==> config.mk <==
export PLATFORM = sky130hd
export DESIGN_NAME = tgt_resp_ctrl
export DESIGN_NICKNAME = d
export VERILOG_FILES = /design/src/rtl/tgt_resp_pkg.sv /design/src/rtl/dt_match.sv /design/src/rtl/start_decide.sv /design/src/rtl/phase_decide.sv /design/src/rtl/tgt_resp_ctrl.sv
export SDC_FILE = /design/constraint.sdc
export NUM_CORES = 1
export LEC_CHECK = 0
export BUFFER_PORTS_ARGS = -buffer_cell sky130_fd_sc_hd__buf_2
export CORE_AREA = 2 2 90 92
export CTS_BUF_LIST = sky130_fd_sc_hd__clkbuf_8 sky130_fd_sc_hd__clkbuf_16
export CTS_CLUSTER_DIAMETER = 50
export DETAILED_ROUTE_END_ITERATION = 10
export DIE_AREA = 0 0 92 94
export GPL_ROUTABILITY_DRIVEN = 0
export PLACE_DENSITY = 0.65
export SKIP_CTS_REPAIR_TIMING = 1
export SYNTH_ARGS = -nofsm -noshare
export SYNTH_HDL_FRONTEND = slang
export SYNTH_SLANG_ARGS = --single-unit
==> constraint.sdc <==
create_clock -name clk -period 0.8 [get_ports clk]
set_input_delay 0.08 -clock clk [delete_from_list [all_inputs] [get_ports clk]]
set_output_delay 0.08 -clock clk [all_outputs]
set_load 0.05 [all_outputs]
==> src/rtl/tgt_resp_pkg.sv <==
package tgt_resp_pkg;

  typedef enum logic [1:0] {
    CMD_READ   = 2'd0,
    CMD_WRITE  = 2'd1,
    CMD_WINV   = 2'd2,
    CMD_WRITE2 = 2'd3
  } bus_cmd_e;

  // reason for the first-phase decision, brought out for assertions
  typedef enum logic [2:0] {
    WHY_IDLE,
    WHY_LOCKED,
    WHY_IN_FLIGHT,
    WHY_SERVED,
    WHY_NEW_READ,
    WHY_NO_SLOT,
    WHY_POSTED,
    WHY_NO_ROOM
  } why_e;

  function automatic logic [63:0] line_index(input logic [63:0] a, input int unsigned line_lg);
    return a >> line_lg;
  endfunction

  function automatic logic last_in_line(input logic [63:0] a, input int unsigned line_lg,
                                        input int unsigned step);
    return line_index(a + 64'(step), line_lg) != line_index(a, line_lg);
  endfunction

  function automatic logic room_for(input logic [1:0] cmd, input int unsigned free_slots,
                                    input int unsigned line_words);
    if (cmd == CMD_WINV) return free_slots >= line_words;
    return free_slots >= 1;
  endfunction

endpackage

==> src/rtl/dt_match.sv <==
module dt_match #(
  parameter int AW  = 32,
  parameter int NDR = 4,
  parameter int IW  = 2
) (
  input  logic              clk,
  input  logic              rst_n,
  input  logic [AW-1:0]     q_addr,
  input  logic [1:0]        q_cmd,
  input  logic [NDR-1:0]    ent_pend,
  input  logic [NDR-1:0]    ent_ready,
  input  logic [NDR*AW-1:0] ent_addr,
  input  logic [NDR*2-1:0]  ent_cmd,
  output logic              hit_wait,
  output logic              hit_done,
  output logic              free_any,
  output logic [IW-1:0]     free_idx
);
  logic [NDR-1:0] hit;

  genvar g;
  generate
    for (g = 0; g < NDR; g++) begin : g_cmp
      assign hit[g] = ent_pend[g]
                   && (ent_addr[g*AW +: AW] == q_addr)
                   && (ent_cmd[g*2 +: 2] == q_cmd);
    end
  endgenerate

  assign hit_wait = |(hit & ~ent_ready);
  assign hit_done = |(hit & ent_ready);
  assign free_any = |(~ent_pend);

  always_comb begin
    free_idx = '0;
    for (int i = NDR - 1; i >= 0; i--) begin
      if (!ent_pend[i]) free_idx = IW'(i);
    end
  end

  // the chosen slot is really free
  p_free_slot_r5: assert property (@(posedge clk) disable iff (!rst_n)
    free_any |-> !ent_pend[free_idx]);

endmodule

==> src/rtl/start_decide.sv <==
module start_decide
  import tgt_resp_pkg::*;
#(
  parameter int PW         = 8,
  parameter int LINE_WORDS = 16
) (
  input  logic          clk,
  input  logic          rst_n,
  input  logic          start,
  input  logic          lock,
  input  logic [1:0]    cmd,
  input  logic [PW-1:0] post_free,
  input  logic          hit_wait,
  input  logic          hit_done,
  input  logic          free_any,
  output why_e          why,
  output logic          acc_n,
  output logic          retry_n,
  output logic          alloc_n
);
  logic room;
  assign room = room_for(cmd, int'(post_free), LINE_WORDS);

  // fixed priority: lock, then in-flight match, then resources
  always_comb begin
    why = WHY_IDLE;
    if (start) begin
      if (lock)                    why = WHY_LOCKED;
      else if (cmd == CMD_READ) begin
        if (hit_wait)              why = WHY_IN_FLIGHT;
        else if (hit_done)         why = WHY_SERVED;
        else if (free_any)         why = WHY_NEW_READ;
        else                       why = WHY_NO_SLOT;
      end
      else if (room)               why = WHY_POSTED;
      else                         why = WHY_NO_ROOM;
    end
  end

  assign acc_n   = (why == WHY_SERVED) || (why == WHY_POSTED);
  assign alloc_n = (why == WHY_NEW_READ);
  assign retry_n = start && !acc_n;

  // completed delayed read is handed over
  p_served_accepts_r4: assert property (@(posedge clk) disable iff (!rst_n)
    start && !lock && cmd == CMD_READ && !hit_wait && hit_done |-> acc_n);

  // a waiting match never allocates
  p_wait_no_alloc_r3: assert property (@(posedge clk) disable iff (!rst_n)
    hit_wait && cmd == CMD_READ |-> !alloc_n);

endmodule

==> src/rtl/phase_decide.sv <==
module phase_decide
  import tgt_resp_pkg::*;
#(
  parameter int AW         = 32,
  parameter int PW         = 8,
  parameter int LINE_BYTES = 64,
  parameter int BUS_BYTES  = 4
) (
  input  logic          phase,
  input  logic          write,
  input  logic          linear,
  input  logic [AW-1:0] addr,
  input  logic [PW-1:0] post_free,
  output logic          eol,
  output logic          post_low,
  output logic          disc_n
);
  localparam int unsigned LINE_LG = $clog2(LINE_BYTES);

  assign eol      = last_in_line(64'(addr), LINE_LG, BUS_BYTES);
  assign post_low = post_free <= PW'(1);
  assign disc_n   = phase && (write ? (post_low || eol) : (!linear || eol));

endmodule

==> src/rtl/tgt_resp_ctrl.sv <==
module tgt_resp_ctrl
  import tgt_resp_pkg::*;
#(
  parameter int AW         = 32,
  parameter int NDR        = 4,
  parameter int PW         = 8,
  parameter int LINE_BYTES = 64,
  parameter int BUS_BYTES  = 4
) (
  input  logic                                clk,
  input  logic                                rst_n,
  input  logic                                start,
  input  logic [AW-1:0]                       start_addr,
  input  logic [1:0]                          start_cmd,
  input  logic                                host_lock,
  input  logic [NDR-1:0]                      dr_pend,
  input  logic [NDR-1:0]                      dr_ready,
  input  logic [NDR*AW-1:0]                   dr_addr,
  input  logic [NDR*2-1:0]                    dr_cmd,
  input  logic [PW-1:0]                       post_free,
  input  logic                                phase,
  input  logic [AW-1:0]                       phase_addr,
  input  logic                                phase_write,
  input  logic                                phase_linear,
  output logic                                acc,
  output logic                                retry,
  output logic                                disc,
  output logic                                alloc,
  output logic [(NDR > 1 ? $clog2(NDR) : 1)-1:0] alloc_idx
);
  localparam int IW         = (NDR > 1) ? $clog2(NDR) : 1;
  localparam int LINE_WORDS = LINE_BYTES / BUS_BYTES;

  logic          hit_wait, hit_done, free_any;
  logic [IW-1:0] free_idx;
  why_e          why;
  logic          acc_n, retry_n, alloc_n;
  logic          eol, post_low, disc_n;

  dt_match #(.AW(AW), .NDR(NDR), .IW(IW)) u_match (
    .clk(clk), .rst_n(rst_n),
    .q_addr(start_addr), .q_cmd(start_cmd),
    .ent_pend(dr_pend), .ent_ready(dr_ready),
    .ent_addr(dr_addr), .ent_cmd(dr_cmd),
    .hit_wait(hit_wait), .hit_done(hit_done),
    .free_any(free_any), .free_idx(free_idx)
  );

  start_decide #(.PW(PW), .LINE_WORDS(LINE_WORDS)) u_start (
    .clk(clk), .rst_n(rst_n),
    .start(start), .lock(host_lock), .cmd(start_cmd), .post_free(post_free),
    .hit_wait(hit_wait), .hit_done(hit_done), .free_any(free_any),
    .why(why), .acc_n(acc_n), .retry_n(retry_n), .alloc_n(alloc_n)
  );

  phase_decide #(.AW(AW), .PW(PW), .LINE_BYTES(LINE_BYTES), .BUS_BYTES(BUS_BYTES)) u_phase (
    .phase(phase), .write(phase_write), .linear(phase_linear),
    .addr(phase_addr), .post_free(post_free),
    .eol(eol), .post_low(post_low), .disc_n(disc_n)
  );

  always_ff @(posedge clk or negedge rst_n) begin
    if (!rst_n) begin
      acc       <= 1'b0;
      retry     <= 1'b0;
      disc      <= 1'b0;
      alloc     <= 1'b0;
      alloc_idx <= '0;
    end else begin
      acc       <= acc_n;
      retry     <= retry_n;
      disc      <= disc_n;
      alloc     <= alloc_n;
      alloc_idx <= alloc_n ? free_idx : '0;
    end
  end

  p_one_resp_r1: assert property (@(posedge clk) disable iff (!rst_n)
    $onehot0({acc, retry}));

  p_start_answered_r1: assert property (@(posedge clk) disable iff (!rst_n)
    start |=> (acc || retry));

  p_quiet_idle_r1: assert property (@(posedge clk) disable iff (!rst_n)
    !start |=> (!acc && !retry && !alloc));

  p_lock_retry_r2: assert property (@(posedge clk) disable iff (!rst_n)
    start && host_lock |=> (retry && !alloc));

  p_wait_retry_r3: assert property (@(posedge clk) disable iff (!rst_n)
    start && !host_lock && start_cmd == CMD_READ && hit_wait |=> (retry && !alloc));

  p_alloc_on_retry_r5: assert property (@(posedge clk) disable iff (!rst_n)
    alloc |-> retry);

  p_winv_room_r7: assert property (@(posedge clk) disable iff (!rst_n)
    start && !host_lock && start_cmd == CMD_WINV && int'(post_free) < LINE_WORDS |=> retry);

  p_read_nonlinear_r8: assert property (@(posedge clk) disable iff (!rst_n)
    phase && !phase_write && !phase_linear |=> disc);

  p_write_empty_r9: assert property (@(posedge clk) disable iff (!rst_n)
    phase && phase_write && post_low |=> disc);

  p_no_phase_r9: assert property (@(posedge clk) disable iff (!rst_n)
    !phase |=> !disc);

endmodule

## Word level (Yosys, flattened, before mapping)

Index checks and enable logic that the tools add are counted.

| word-level totals | value |
|---|---|
| flip-flop bits (word level) | 6 |
| bits of input ports | 225 |
| output and inout bits | 6 |

| operators by class | value |
|---|---|
| add/subtract/negate cells | 1 |
| $lt $le $gt $ge | 3 |
| eq/ne operators | 13 |
| multiplexer cells | 16 |
| bitwise gates (word level) | 4 |
| reductions and logical operators | 19 |

Operators by type and width:

| kind | count |
|---|---|
| equality test 32 bit | 4 |
| != test 58 x 26 -> 1 bit | 1 |
| adder 32 x 3 -> 33 bit, second input constant | 1 |
| two-way mux 3 bit | 5 |
| OR reduction 4 bit | 3 |
| logical AND 1 bit | 10 |
| two-way mux 2 bit | 5 |
| AND 4 bit | 2 |
| equality test 2 bit | 4 |
| greater-or-equal comparator 8 x 1 -> 1 bit, second input constant | 1 |
| greater-or-equal comparator 8 x 5 -> 1 bit, second input constant | 1 |
| <= comparator 8 x 1 -> 1 bit, second input constant | 1 |
| inverter 4 bit | 2 |
| equality test 3 bit, second input constant | 2 |
| two-way mux 1 bit | 6 |
| equality test 3 x 2 -> 1 bit, second input constant | 1 |
| logical OR 1 bit | 3 |
| equality test 2 bit, second input constant | 1 |
| zero test 1 bit | 2 |
| zero test 2 bit | 1 |

## Depth between registers and ports, before layout

| logic depth | value |
|---|---|
| depth in word-level cells | 14 |
| mapped depth | 8 |

## Cells and area by module

Synthesis repeated with hierarchy kept, for this count alone.

| unflattened totals | value |
|---|---|
| cells, all modules | 266 |
| area, all modules | 2083.2 µm² |

Modules (own cells, without submodules):

| module | instances | cells an instance | area an instance (µm²) | sequential area each (µm²) |
|---|---|---|---|---|
| dt_match | 1 | 231 | 1717.9 | 0.0 |
| tgt_resp_ctrl | 1 | 8 | 162.7 | 150.1 |
| start_decide | 1 | 20 | 145.1 | 0.0 |
| phase_decide | 1 | 7 | 57.6 | 0.0 |

## Worst setup path after synthesis

No wires, ideal clock.

| timing path | value |
|---|---|
| path kind | input port to flip-flop |
| start | in start_cmd[1] |
| end | reg alloc_idx[1] (netlist bit) |
| setup time | 0.120 ns |
| arrival | 1.680 ns |
| setup slack | -1.001 ns |
| cell stages on the path | 8 |
| buffers on the path | 1 |
| cell sequence | buf_2 -> xor2_1 -> nor4_1 -> nand3_1 -> or4_1 -> and4bb_1 -> and4b_4 -> and4_1 |

| on the way | value |
|---|---|
| word-level cells in the longest chain between the ends | 11 |
| elaborated cells on any way between the ends | 24 |
| classes of those cells | 6 x eq/ne; 9 x mux; 2 x bitwise; 7 x reduce/logical |

RTL lines:

| element | RTL line | RTL |
|---|---|---|
| start: declaration | tgt_resp_ctrl.sv:14 | `input logic [1:0] start_cmd,` |
| equality test 2 bit | dt_match.sv:26 | `&& (ent_cmd[g*2 +: 2] == q_cmd);` |
| logical AND 1 bit | dt_match.sv:26 |  |
| AND 4 bit | dt_match.sv:31 | `assign hit_done = \|(hit & ent_ready);` |
| OR reduction 4 bit | dt_match.sv:31 |  |
| two-way mux 3 bit | start_decide.sv:31 | `else if (hit_done) why = WHY_SERVED;` |
| two-way mux 3 bit | start_decide.sv:30 | `if (hit_wait) why = WHY_IN_FLIGHT;` |
| two-way mux 3 bit * | start_decide.sv:29 | `else if (cmd == CMD_READ) begin` |
| two-way mux 3 bit * | start_decide.sv:28 | `if (lock) why = WHY_LOCKED;` |
| two-way mux 3 bit * | start_decide.sv:27 | `if (start) begin` |
| equality test 3 bit * | start_decide.sv:41 | `assign alloc_n = (why == WHY_NEW_READ);` |
| via alloc_n | tgt_resp_ctrl.sv:37 | `logic acc_n, retry_n, alloc_n;` |
| two-way mux 2 bit * | tgt_resp_ctrl.sv:74 | `alloc_idx <= alloc_n ? free_idx : '0;` |
| end signal: assignment | tgt_resp_ctrl.sv:74 |  |
| end: declaration | tgt_resp_ctrl.sv:29 | `output logic [(NDR > 1 ? $clog2(NDR) : 1)-1:0] alloc_idx` |

Mark *: on every way through the listed nets, which the timed path passes. The rest lies on a longest branch.

## Worst setup path in the final report

| timing path | value |
|---|---|
| start | in start_addr[2] |
| end | reg alloc_idx[1] (netlist bit) |

| on the way | value |
|---|---|
| word-level cells in the longest chain between the ends | 12 |
| elaborated cells on any way between the ends | 23 |
| classes of those cells | 5 x eq/ne; 6 x mux; 2 x bitwise; 10 x reduce/logical |

RTL lines:

| element | RTL line | RTL |
|---|---|---|
| start: declaration | tgt_resp_ctrl.sv:13 | `input logic [AW-1:0] start_addr,` |
| equality test 32 bit | dt_match.sv:25 | `&& (ent_addr[g*AW +: AW] == q_addr)` |
| logical AND 1 bit | dt_match.sv:25 |  |
| logical AND 1 bit | dt_match.sv:26 |  |
| AND 4 bit | dt_match.sv:31 |  |
| OR reduction 4 bit | dt_match.sv:31 |  |
| two-way mux 3 bit | start_decide.sv:31 |  |
| two-way mux 3 bit * | start_decide.sv:30 |  |
| two-way mux 3 bit * | start_decide.sv:29 |  |
| two-way mux 3 bit * | start_decide.sv:28 |  |
| two-way mux 3 bit * | start_decide.sv:27 |  |
| equality test 3 bit * | start_decide.sv:41 |  |
| via alloc_n | tgt_resp_ctrl.sv:37 |  |
| two-way mux 2 bit * | tgt_resp_ctrl.sv:74 |  |

Marks and branches as above.

==> run metrics <==
CTS tree done; status complete, but fails checks; clock slew at reported path FFs 0.04 ns; Clock Sinks 6; clk buf depth 2; largest net degree at the start of global routing 7; Net Sw Frac 37.1%; Cells after Synth 221; Int Power 1620 uW; YS warnings 0; Inst Count DP 581; CP endpoint kind register; Pwr Density a little under 700 nW/um^2; nets@finish between 700 and 800; leakage dissipation 0.00182 uW; Net Sw Power 957 uW; drt pass-1 iters 4; final core occ 48.7%; Worst Setup SP start_addr[2]; maxcap violations 0; Pwr Total about 2600 uW; final hold violation count 0; vias per inst between 4 and 5; # diodes 0; Ports approximately 230; final max-slew violation count 0; chip width approximately 92 microns; cell row count 32; H-tree depth 1; Synth top area share 42.9%; post-route DRC violation count 0; number of synthesized register bits 6; Reg power frac between 10% and 20%; CTS root buf clkbuf_8; synth top area cells xor2_1 43%, xnor2_1 22%, nor4_1 8.5%; chip height 94 microns; VDD IR max 366 uV; Crit path largest cell delay about 0.45 ns; worst hold slack between 0.06 and 0.07 ns; Worst EP required about 0.90 ns; DP HPWL a little under 9000 microns; worst relative slew slack 74.8%; gr usage total about a fifth; Buffers on Ports a little over 200; 1st-iter DRT viols 44; violated checks setup timing; Highest Clock Rate ~0.51 GHz; final WL slightly below 10,000 microns; Syn Std Cell Area approximately 1800 sq um; Syn Area/Cell 8.32 sq um; Initial Utilization 24.2%; WS Path Type input port to register; die area between 8000 and 9000 sq um; fin area roughly 3700 sq um; RSZ-0062 raised after global routing yes; Num CTS Buffers 3; core area 7610 sq um; critical-path cell list buf_2, xor2_1, nor4_2, buf_4, nand4_1, or4_4, and4bb_2, and4b_4, and4_1; Worst Setup Start Kind input port; Period minus WS final 1.95 ns; Gate power share between 70 and 80%; first-pass GRT wire length roughly 14,000 microns; critical path's slowest cell or4_4; non-filler cells, final a little under 600; Slew @ Worst Pin about 0.37 ns; share of cells above drive strength 1 59.9%; Routed wire per std cell about 16 microns; most area-hungry cell type in the Yosys netlist xor2_1; grt ovf 0; Area Overhead vs Synth 101%; Unique masters post-synth 26; Setup-failing EPs final 12; crit path to alloc_idx[1]; initial antenna violation count 0; antenna viol nets, final 0; Post-Syn Nets around 450; Worst Path Arrival 2.05 ns; post-synthesis sequential area ratio 8.16%; Final period util 243%; Area after DPL 3440 sq um; CP max FO 3; vias in the first global route about 2,700; DR vias around 2,600; Final WS setup -1.15 ns; clock network fraction of total power between 15 and 20%; Min-Delay Path Class input port to register
-- worst min-delay path by stage --
stage,start,end,slack [ns],cells after the start
after detailed placement,rst_n,alloc_idx[1],-0.1,1
after global routing,host_lock,acc,0.06,2
after global placement,rst_n,disc,-0.1,1
final,host_lock,acc,0.07,2
after floorplan,rst_n,acc,-0.22,0
after CTS,rst_n,alloc_idx[1],-0.33,1
-- layout by cell type, fill, tap and decap left out --
cell type	Yosys	final
o21a_1	1	1
and4_1	1	1
dfrtp_1	6	6
buf_6	0	10
buf_2	2	189
nand4_1	15	15
xor2_1	90	86
or4_4	0	2
a221oi_2	1	1
and3_4	0	1
o31a_2	1	1
nor2_1	2	2
xor2_2	0	4
a21oi_2	0	1
buf_8	0	1
a21boi_1	0	1
a21boi_0	2	1
nor4_2	0	10
nor4b_1	1	1
and4b_4	1	1
a221oi_1	1	1
and4bb_2	0	1
nor4_1	25	14
nand3_1	5	4
dlygate4sd3_1	0	1
and4b_1	1	1
o21ai_0	1	1
nand2_1	5	5
nor3_1	4	3
nor4_4	0	1
clkbuf_8	0	3
nand3_2	0	1
nor3_2	0	1
o41ai_2	0	1
inv_1	4	4
buf_4	0	59
xnor2_1	46	46
buf_12	0	2
-- critical path, delay by kind of cell --
family	cells	cell delay [ns]
AND/OR/NAND/NOR	6	1.51
buffers and inverters	2	0.31
XOR/XNOR	1	0.16
-- synth_stat cells --
cell type,instances
a21boi_0,2
a21oi_1,1
a221oi_1,1
a221oi_2,1
and3_2,1
and4_1,1
and4b_1,1
and4b_4,1
and4bb_1,1
buf_2,2
dfrtp_1,6
inv_1,4
nand2_1,5
nand3_1,5
nand4_1,15
nor2_1,2
nor3_1,4
nor4_1,25
nor4b_1,1
o21a_1,1
o21ai_0,1
o31a_2,1
o41ai_1,1
or4_1,2
xnor2_1,46
xor2_1,90
-- metrics by stage --
step / TNS, ns / worst slack (ns)
3_5_place_dp: -8.01 / -1.49
5_1_grt: -6.65 / -1.23
6_report: -6.01 / -1.15
3_3_place_gp: -7.74 / -1.44
4_1_cts: -7.18 / -1.27
2_1_floorplan: -4.78 / -0.923
-- cell families (layout without fill, tap and decap cells) --
logic type	count (synthesis)	count (layout)	synth area share, %
simple gates	64	64	21.6
xor+xnor	136	136	64.8
buf+inv	6	269	1.36
compound gates	9	9	4.08
flops	6	6	8.16
-- sequential cells by signal, summed over array words and instances (netlist names) --
signal and count:
alloc_idx 2, acc 1, alloc 1, disc 1
retry 1
-- routing by layer --
layer	GRT usage [%]	part of all wire [%]
met1	24.3	39
met2	40.6	53
met3	3.21	6.6
met4	2.36	1.2
met5	0	0
-- layout make-up --
class,instances,area [sq um]
fillers,757,3900
multi-input cells,209,1800
clock buffers,3,41.3
well taps,102,128
repair buffers,262,1570
flip-flops and latches,6,150
inverters,4,15.0
-- power by group through the flow --
stage          Sequential (uW)  Clock, uW  Combinational, uW
2_1_floorplan              363          0                598
4_1_cts                    319        451               1710
3_3_place_gp               324          0               1680
6_report                   322        441               1810
5_1_grt                    323        482               1960
3_5_place_dp               323          0               1710
Power figures use the tool's default switching activity.
